===== src/rtl/ssbSeqPkg.sv =====
package ssbSeqPkg;

  typedef enum logic [1:0] {
    PHY_IDLE   = 2'd0,
    PHY_GRID   = 2'd1,
    PHY_SEARCH = 2'd2,
    PHY_DEMOD  = 2'd3
  } phyState_t;

  typedef enum logic [2:0] {
    TRP_IDLE    = 3'd0,
    TRP_RATE    = 3'd1,
    TRP_POLAR   = 3'd2,
    TRP_CRCFAIL = 3'd3,
    TRP_CRCPASS = 3'd4
  } trpState_t;

  // strobes from control to datapath, all combinational in the current cycle
  typedef struct packed {
    logic acceptStart;
    logic gridWrite;
    logic takeIbar;
    logic takeResult;
  } seqStrobe_t;

endpackage


===== src/rtl/ssbSeqCtrl.sv =====
module ssbSeqCtrl
  import ssbSeqPkg::*;
(
  input  logic       clk,
  input  logic       rst,
  input  logic       startIn,
  input  logic       sampleValid,
  input  logic       searchDone,
  input  logic       demodDone,
  input  logic       rateDone,
  input  logic       polarDone,
  input  logic       polarCrcOk,
  output seqStrobe_t strobe,
  output logic [1:0] phyStatus,
  output logic [2:0] trpStatus,
  output logic       searchStart,
  output logic       demodStart,
  output logic       rateStart,
  output logic       polarStart,
  output logic       resultValid,
  output logic       nextReady
);

  phyState_t phyQ, phyD;
  trpState_t trpQ, trpD;

  logic phyOpen;
  logic trpBusy;
  logic demodFin;
  logic rateFin;

  always_comb begin
    phyOpen           = (phyQ == PHY_IDLE) || (phyQ == PHY_GRID);
    trpBusy           = (trpQ == TRP_RATE) || (trpQ == TRP_POLAR);
    strobe.acceptStart = startIn && phyOpen && !trpBusy;
    strobe.gridWrite   = sampleValid && phyOpen;
    strobe.takeIbar    = searchDone && (phyQ == PHY_SEARCH);
    demodFin           = demodDone && (phyQ == PHY_DEMOD);
    rateFin            = rateDone && (trpQ == TRP_RATE);
    strobe.takeResult  = polarDone && (trpQ == TRP_POLAR);
  end

  // physical-channel progress
  always_comb begin
    phyD = phyQ;
    if (strobe.acceptStart)
      phyD = PHY_SEARCH;
    else if (strobe.gridWrite && phyQ == PHY_IDLE)
      phyD = PHY_GRID;
    else if (strobe.takeIbar)
      phyD = PHY_DEMOD;
    else if (demodFin)
      phyD = PHY_IDLE;
  end

  // transport-channel progress
  always_comb begin
    trpD = trpQ;
    if (strobe.acceptStart)
      trpD = TRP_IDLE;
    else if (demodFin)
      trpD = TRP_RATE;
    else if (rateFin)
      trpD = TRP_POLAR;
    else if (strobe.takeResult)
      trpD = polarCrcOk ? TRP_CRCPASS : TRP_CRCFAIL;
  end

  always_ff @(posedge clk) begin
    if (rst) begin
      phyQ        <= PHY_IDLE;
      trpQ        <= TRP_IDLE;
      searchStart <= 1'b0;
      demodStart  <= 1'b0;
      rateStart   <= 1'b0;
      polarStart  <= 1'b0;
      resultValid <= 1'b0;
      nextReady   <= 1'b0;
    end else begin
      phyQ        <= phyD;
      trpQ        <= trpD;
      searchStart <= strobe.acceptStart;
      demodStart  <= strobe.takeIbar;
      rateStart   <= demodFin;
      polarStart  <= rateFin;
      resultValid <= strobe.takeResult;
      nextReady   <= demodFin;
    end
  end

  assign phyStatus = phyQ;
  assign trpStatus = trpQ;

  // search start coincides with entry to the search phase and a cleared verdict
  a_r3_search_entry: assert property (@(posedge clk) disable iff (rst)
    searchStart |-> (phyQ == PHY_SEARCH && trpQ == TRP_IDLE));

  // a start during search or demodulation never launches a search
  a_r4_busy_start: assert property (@(posedge clk) disable iff (rst)
    (startIn && (phyQ == PHY_SEARCH || phyQ == PHY_DEMOD)) |=> !searchStart);

  // the ready-for-next pulse rides with the hand-off into rate recovery
  a_r6_handoff: assert property (@(posedge clk) disable iff (rst)
    nextReady |-> (rateStart && phyQ == PHY_IDLE && trpQ == TRP_RATE));

  // a result only appears alongside a verdict code
  a_r8_verdict: assert property (@(posedge clk) disable iff (rst)
    resultValid |-> (trpQ == TRP_CRCFAIL || trpQ == TRP_CRCPASS));

  // a pass verdict holds while no start arrives
  a_r10_pass_hold: assert property (@(posedge clk) disable iff (rst)
    (trpQ == TRP_CRCPASS && !startIn) |=> (trpQ == TRP_CRCPASS));

  // at most one stage is launched per cycle
  a_r11_one_stage: assert property (@(posedge clk) disable iff (rst)
    $onehot0({searchStart, demodStart, rateStart, polarStart}));

endmodule


===== src/rtl/ssbSeqData.sv =====
module ssbSeqData
  import ssbSeqPkg::*;
#(
  parameter int CELL_W     = 10,
  parameter int BURST_W    = 2,
  parameter int IDX_W      = 3,
  parameter int PAY_W      = 32,
  parameter int GRID_DEPTH = 960,
  localparam int ADDR_W    = $clog2(GRID_DEPTH)
) (
  input  logic               clk,
  input  logic               rst,
  input  seqStrobe_t         strobe,
  input  logic [CELL_W-1:0]  cellIdIn,
  input  logic [BURST_W-1:0] burstCodeIn,
  input  logic [IDX_W-1:0]   searchIbar,
  input  logic [PAY_W-1:0]   polarPayload,
  output logic [CELL_W-1:0]  cfgCellId,
  output logic [BURST_W-1:0] cfgBurstCode,
  output logic [ADDR_W-1:0]  gridWrAddr,
  output logic [IDX_W-1:0]   blockIdx,
  output logic [PAY_W-1:0]   payload
);

  localparam logic [ADDR_W-1:0] ADDR_LAST = ADDR_W'(GRID_DEPTH - 1);

  logic [CELL_W-1:0]  cellQ;
  logic [BURST_W-1:0] burstQ;
  logic [IDX_W-1:0]   ibarQ;
  logic [IDX_W-1:0]   idxMap;
  logic [ADDR_W-1:0]  addrQ;
  logic               shortBurst;

  assign shortBurst = (burstQ == '0);

  // the top index bit is a half-frame bit when the burst holds four blocks
  for (genvar b = 0; b < IDX_W; b++) begin : g_idxBit
    if (b == IDX_W - 1) begin : g_top
      assign idxMap[b] = ibarQ[b] & ~shortBurst;
    end else begin : g_low
      assign idxMap[b] = ibarQ[b];
    end
  end

  always_ff @(posedge clk) begin
    if (rst) begin
      cellQ    <= '0;
      burstQ   <= '0;
      ibarQ    <= '0;
      addrQ    <= '0;
      blockIdx <= '0;
      payload  <= '0;
    end else begin
      if (strobe.acceptStart) begin
        cellQ  <= cellIdIn;
        burstQ <= burstCodeIn;
        addrQ  <= '0;
      end else if (strobe.gridWrite) begin
        addrQ <= (addrQ == ADDR_LAST) ? '0 : addrQ + 1'b1;
      end
      if (strobe.takeIbar)
        ibarQ <= searchIbar;
      if (strobe.takeResult) begin
        blockIdx <= idxMap;
        payload  <= polarPayload;
      end
    end
  end

  assign cfgCellId    = cellQ;
  assign cfgBurstCode = burstQ;
  assign gridWrAddr   = addrQ;

  // a write below the last address steps the address by one
  a_r2_addr_step: assert property (@(posedge clk) disable iff (rst)
    (strobe.gridWrite && !strobe.acceptStart && addrQ != ADDR_LAST)
      |=> (addrQ == ADDR_W'($past(addrQ) + 1'b1)));

  // a write at the last address wraps to zero
  a_r2_addr_wrap: assert property (@(posedge clk) disable iff (rst)
    (strobe.gridWrite && !strobe.acceptStart && addrQ == ADDR_LAST) |=> (addrQ == '0));

  // captured configuration only changes on an accepted start
  a_r3_cfg_hold: assert property (@(posedge clk) disable iff (rst)
    !strobe.acceptStart |=> ($stable(cellQ) && $stable(burstQ)));

  // four-block bursts never report the top index bit
  a_r9_short_mask: assert property (@(posedge clk) disable iff (rst)
    (strobe.takeResult && shortBurst) |=> !blockIdx[IDX_W-1]);

endmodule


===== src/rtl/ssbDecodeSeq.sv =====
module ssbDecodeSeq
  import ssbSeqPkg::*;
#(
  parameter int CELL_W     = 10,
  parameter int BURST_W    = 2,
  parameter int IDX_W      = 3,
  parameter int PAY_W      = 32,
  parameter int SAMPLE_W   = 16,
  parameter int GRID_DEPTH = 960,
  localparam int ADDR_W    = $clog2(GRID_DEPTH)
) (
  input  logic                clk,
  input  logic                rst,
  input  logic                startIn,
  input  logic [CELL_W-1:0]   cellIdIn,
  input  logic [BURST_W-1:0]  burstCodeIn,
  input  logic                sampleValid,
  input  logic [SAMPLE_W-1:0] sampleRe,
  input  logic [SAMPLE_W-1:0] sampleIm,
  output logic                gridWrEn,
  output logic [ADDR_W-1:0]   gridWrAddr,
  output logic [SAMPLE_W-1:0] gridWrRe,
  output logic [SAMPLE_W-1:0] gridWrIm,
  output logic [CELL_W-1:0]   cfgCellId,
  output logic [BURST_W-1:0]  cfgBurstCode,
  output logic                searchStart,
  input  logic                searchDone,
  input  logic [IDX_W-1:0]    searchIbar,
  output logic                demodStart,
  input  logic                demodDone,
  output logic                rateStart,
  input  logic                rateDone,
  output logic                polarStart,
  input  logic                polarDone,
  input  logic                polarCrcOk,
  input  logic [PAY_W-1:0]    polarPayload,
  output logic [1:0]          phyStatus,
  output logic [2:0]          trpStatus,
  output logic [IDX_W-1:0]    blockIdx,
  output logic [PAY_W-1:0]    payload,
  output logic                resultValid,
  output logic                nextReady
);

  seqStrobe_t strobe;

  ssbSeqCtrl u_ctrl (
    .clk         (clk),
    .rst         (rst),
    .startIn     (startIn),
    .sampleValid (sampleValid),
    .searchDone  (searchDone),
    .demodDone   (demodDone),
    .rateDone    (rateDone),
    .polarDone   (polarDone),
    .polarCrcOk  (polarCrcOk),
    .strobe      (strobe),
    .phyStatus   (phyStatus),
    .trpStatus   (trpStatus),
    .searchStart (searchStart),
    .demodStart  (demodStart),
    .rateStart   (rateStart),
    .polarStart  (polarStart),
    .resultValid (resultValid),
    .nextReady   (nextReady)
  );

  ssbSeqData #(
    .CELL_W     (CELL_W),
    .BURST_W    (BURST_W),
    .IDX_W      (IDX_W),
    .PAY_W      (PAY_W),
    .GRID_DEPTH (GRID_DEPTH)
  ) u_data (
    .clk          (clk),
    .rst          (rst),
    .strobe       (strobe),
    .cellIdIn     (cellIdIn),
    .burstCodeIn  (burstCodeIn),
    .searchIbar   (searchIbar),
    .polarPayload (polarPayload),
    .cfgCellId    (cfgCellId),
    .cfgBurstCode (cfgBurstCode),
    .gridWrAddr   (gridWrAddr),
    .blockIdx     (blockIdx),
    .payload      (payload)
  );

  assign gridWrEn = strobe.gridWrite;
  assign gridWrRe = sampleRe;
  assign gridWrIm = sampleIm;

endmodule


===== config.mk =====
export PLATFORM = sky130hd
export DESIGN_NAME = ssbDecodeSeq
export DESIGN_NICKNAME = d
export VERILOG_FILES = /design/src/rtl/ssbSeqPkg.sv /design/src/rtl/ssbSeqCtrl.sv /design/src/rtl/ssbSeqData.sv /design/src/rtl/ssbDecodeSeq.sv
export SDC_FILE = /design/constraint.sdc
export NUM_CORES = 1
export LEC_CHECK = 0
export BUFFER_PORTS_ARGS = -buffer_cell sky130_fd_sc_hd__buf_2
export CORE_MARGIN = 4
export CORE_UTILIZATION = 42
export DETAILED_ROUTE_END_ITERATION = 7
export GPL_ROUTABILITY_DRIVEN = 0
export PLACE_DENSITY = 0.8
export SYNTH_ARGS = -nofsm -noshare
export SYNTH_HDL_FRONTEND = slang
export SYNTH_HIERARCHICAL = 1
export SYNTH_SLANG_ARGS = --single-unit

===== constraint.sdc =====
create_clock -name clk -period 2.1 [get_ports clk]
set_clock_uncertainty 0.15 [all_clocks]
set_input_delay 0.42 -clock clk [delete_from_list [all_inputs] [get_ports clk]]
set_output_delay 0.42 -clock clk [all_outputs]
set_load 0.1 [all_outputs]

==> qor.yml <==
timing:
  rsz0062_at_grt: "no"
  hold_ws_ns: 0.161
  slew_headroom: 0.637
  setup_viol: 0
  worst_pin_slew_ns: 0.544
  period_share: 0.874
  drv_slew: 0
  hold_viol: 0
  max_freq_ghz: 0.545
  period_needed_ns: 1.83
logic_synthesis:
  yosysTopAreaCellShare: 0.483
  synth-edff-count: 0
  ys.flop_type: "dfxtp_1"
  synth-async-reset-ratio: 0
  syn_avg_cell_area_um2: 9.94
  yosys_register_bits: 70
  synth.distinct_cells: 36
  syn_area_um2: 2900
  seq_area_frac_synth: 0.483
  synth_largest_area_cell: "dfxtp_1"
  synth_top_cells_by_area: "dfxtp_1, mux2i_1, buf_4"
  ys_warn_count: 6
  netlist_instances: 292
  synth_nets: 381
power:
  p_int_mw: 2.11
  p_clk_frac: 0.394
  p_leak_nw: 1.65
  max-vdd-ir-drop_mv: 0.451
  pwr-share-comb: 0.133
  switchingPower_mw: 0.796
  p_seq_frac: 0.473
  p_per_area_nw_per_um2: 800
  swShare: 0.274
global_route:
  grt_pass1_wl_um: 10700
  grt_use_total: 0.161
  grt_pass1_vias: 2281
  grt_max_degree: 54
  grt_antenna_before_repair: 0
  overflow: 0
clocking:
  clock-sinks: 70
  cts-root-buf: "clkbuf_8"
  cts-htree-levels: 3
  insertion_delay_ns: 0.33
  post_cts_buffers: 0
  cts_tree: "done"
  clkTransAtPathRegs_ns: 0.08
  clockBufferDepth: 2
  cts_hold_buffers: 0
  numCtsBuffers: 9
  postCtsResizedCells: 0
placed_design:
  io_buffers: 124
  placedInstanceArea_um2: 3410
  place_hpwl_um: 4870
min_path:
  holdPathEnd: "u_data/payload[31]"
  min-delay-start: "polarPayload[31]"
  hold_depth: 3
  hold_path.class: "in -> reg"
critical_path:
  crit_arrival_ns: 1.26
  cp-start-kind: "register"
  worstPathCellList: "buf_2"
  critPathSlowestCell: "buf_2"
  ff2ff_path_depth: 6
  critPathMaxFanout: 5
  critPathCaptureType: "primary output"
  critPathKind: "reg -> out"
  required_ns: 1.53
  worstReg2RegStart: "u_ctrl/trpStatus[0]"
  crit_buf_inv: 1
  crit_family: "buffers and inverters"
  r2r_end: "u_data/cfgCellId[0]"
  regToRegSetupSlack_ns: 0.42
  crit_path_max_incr_delay_ns: 0.48
  crit_cells: 1
route:
  post_drt_wl_per_cell_um: 14.0
  postRouteAntennaNets: 0
  vias: 2290
  viasPerCell: 4.87
  dr.first_iter.drc_count: 57
  wl_um: 6580
  drc: 0
  drtPass1Iterations: 4
run:
  drv_cap: 0
final_layout:
  register_area_um2: 1420
  fin_area_um2: 3630
  n_fill_cell: 626
  syn_to_final_growth_pct: 25.1
  mostFrequentLayoutCells: "buf_2, dfxtp_1, nor2_1"
  n_antenna_cell: 0
  multi_input_area_um2: 1180
  nNetsFinal: 474
  layout_commonest_cell: "buf_2"
  layout-drive-gt1-share: 0.423
die:
  die_w_um: 91.1
  start_util: 0.429
  core_um2: 6760
  row_count: 30
  die_y_um: 91.1
  pin_count: 189
  die-area_um2: 8300
outcome:
  outcome: "complete, no violations"
[cell usage after synthesis, drive strengths merged, types with 2 or more instances]
library cell / instances
o21ai: 4
mux2i: 50
nand4: 6
nor3: 2
nand2b: 3
nand3: 3
buf: 41
a21oi: 11
clkbuf: 7
nand2: 8
inv: 3
or3: 4
dfxtp: 70
nor2: 59
nor2b: 2
xor2: 4
[stage by stage]
| step | util | TNS (ns) | setup WS [ns] | total power [mW] | std cells |
|---|---|---|---|---|---|
| after floorplan | - | -0.767 | -0.0826 | 1.97 | 292 |
| after CTS | 0.537 | 0 | 0.235 | 2.95 | 470 |
| final | 0.537 | 0 | 0.265 | 2.90 | 470 |
| after global routing | 0.537 | 0 | 0.203 | 3.02 | 470 |
| after global placement | 0.505 | 0 | 0.324 | 1.79 | 454 |
| after detailed placement | 0.505 | 0 | 0.308 | 1.79 | 454 |
[power groups by stage]
| stage | registers [mW] | logic, mW | clock network [mW] |
|---|---|---|---|
| 4_1_cts | 1.37 | 0.390 | 1.19 |
| 2_1_floorplan | 1.57 | 0.401 | 0 |
| 5_1_grt | 1.38 | 0.409 | 1.24 |
| 3_5_place_dp | 1.40 | 0.390 | 0 |
| 6_report | 1.37 | 0.386 | 1.14 |
| 3_3_place_gp | 1.40 | 0.385 | 0 |
[per-layer routing]
metal	part of all wire	GRT usage	vias to the layer above
li1	-	-	1132
met1	0.40	0.178	1039
met2	0.47	0.264	96
met3	0.10	0.0621	23
met4	0.023	0.0879	0
met5	0	0	-
[registers in the layout, indices dropped and copies added (netlist names)]
signal and flops:
u_ctrl/trpStatus 3, u_ctrl/polarStart 1, u_data/payload 32, u_ctrl/resultValid 1
u_ctrl/phyStatus 2, u_data/gridWrAddr 10, u_data/blockIdx 3, u_ctrl/nextReady 1
u_ctrl/searchStart 1, u_data/ibarQ 3, u_data/cfgCellId 10, u_data/cfgBurstCode 2
u_ctrl/demodStart 1
[logic make-up (layout without fill, tap and decap cells)]
| kind of cell | count (synthesis) | in the layout | synth area share |
|---|---|---|---|
| adder cells (fa/ha/maj) | 1 | 1 | 0.00431 |
| XOR/XNOR | 5 | 5 | 0.0151 |
| AO/OA/AOI/OAI | 22 | 22 | 0.0578 |
| buffers and inverters | 51 | 149 | 0.113 |
| AND/OR/NAND/NOR | 93 | 93 | 0.154 |
| multiplexers | 50 | 50 | 0.172 |
| flip-flops | 70 | 70 | 0.483 |
[layout make-up]
type                            instances  share of cell area
Sequential cell                        70               0.390
Multi-Input combinational cell        171               0.325
Timing Repair Buffer                  130               0.194
Clock buffer                           11              0.0448
Tap cell                               80              0.0276
Clock inverter                          5              0.0148
Inverter                                3             0.00310
[worst max-delay path by stage]
stage	end	slack [ns]	from
final	gridWrAddr[3]	0.27	u_data/gridWrAddr[3]
after global routing	gridWrAddr[3]	0.20	u_data/gridWrAddr[3]
after CTS	gridWrAddr[3]	0.24	u_data/gridWrAddr[3]
after detailed placement	u_data/gridWrAddr[6]	0.31	sampleValid
after global placement	u_data/gridWrAddr[6]	0.32	sampleValid
after floorplan	u_data/gridWrAddr[5]	-0.08	u_ctrl/phyStatus[1]
Power figures use the tool's default switching activity.
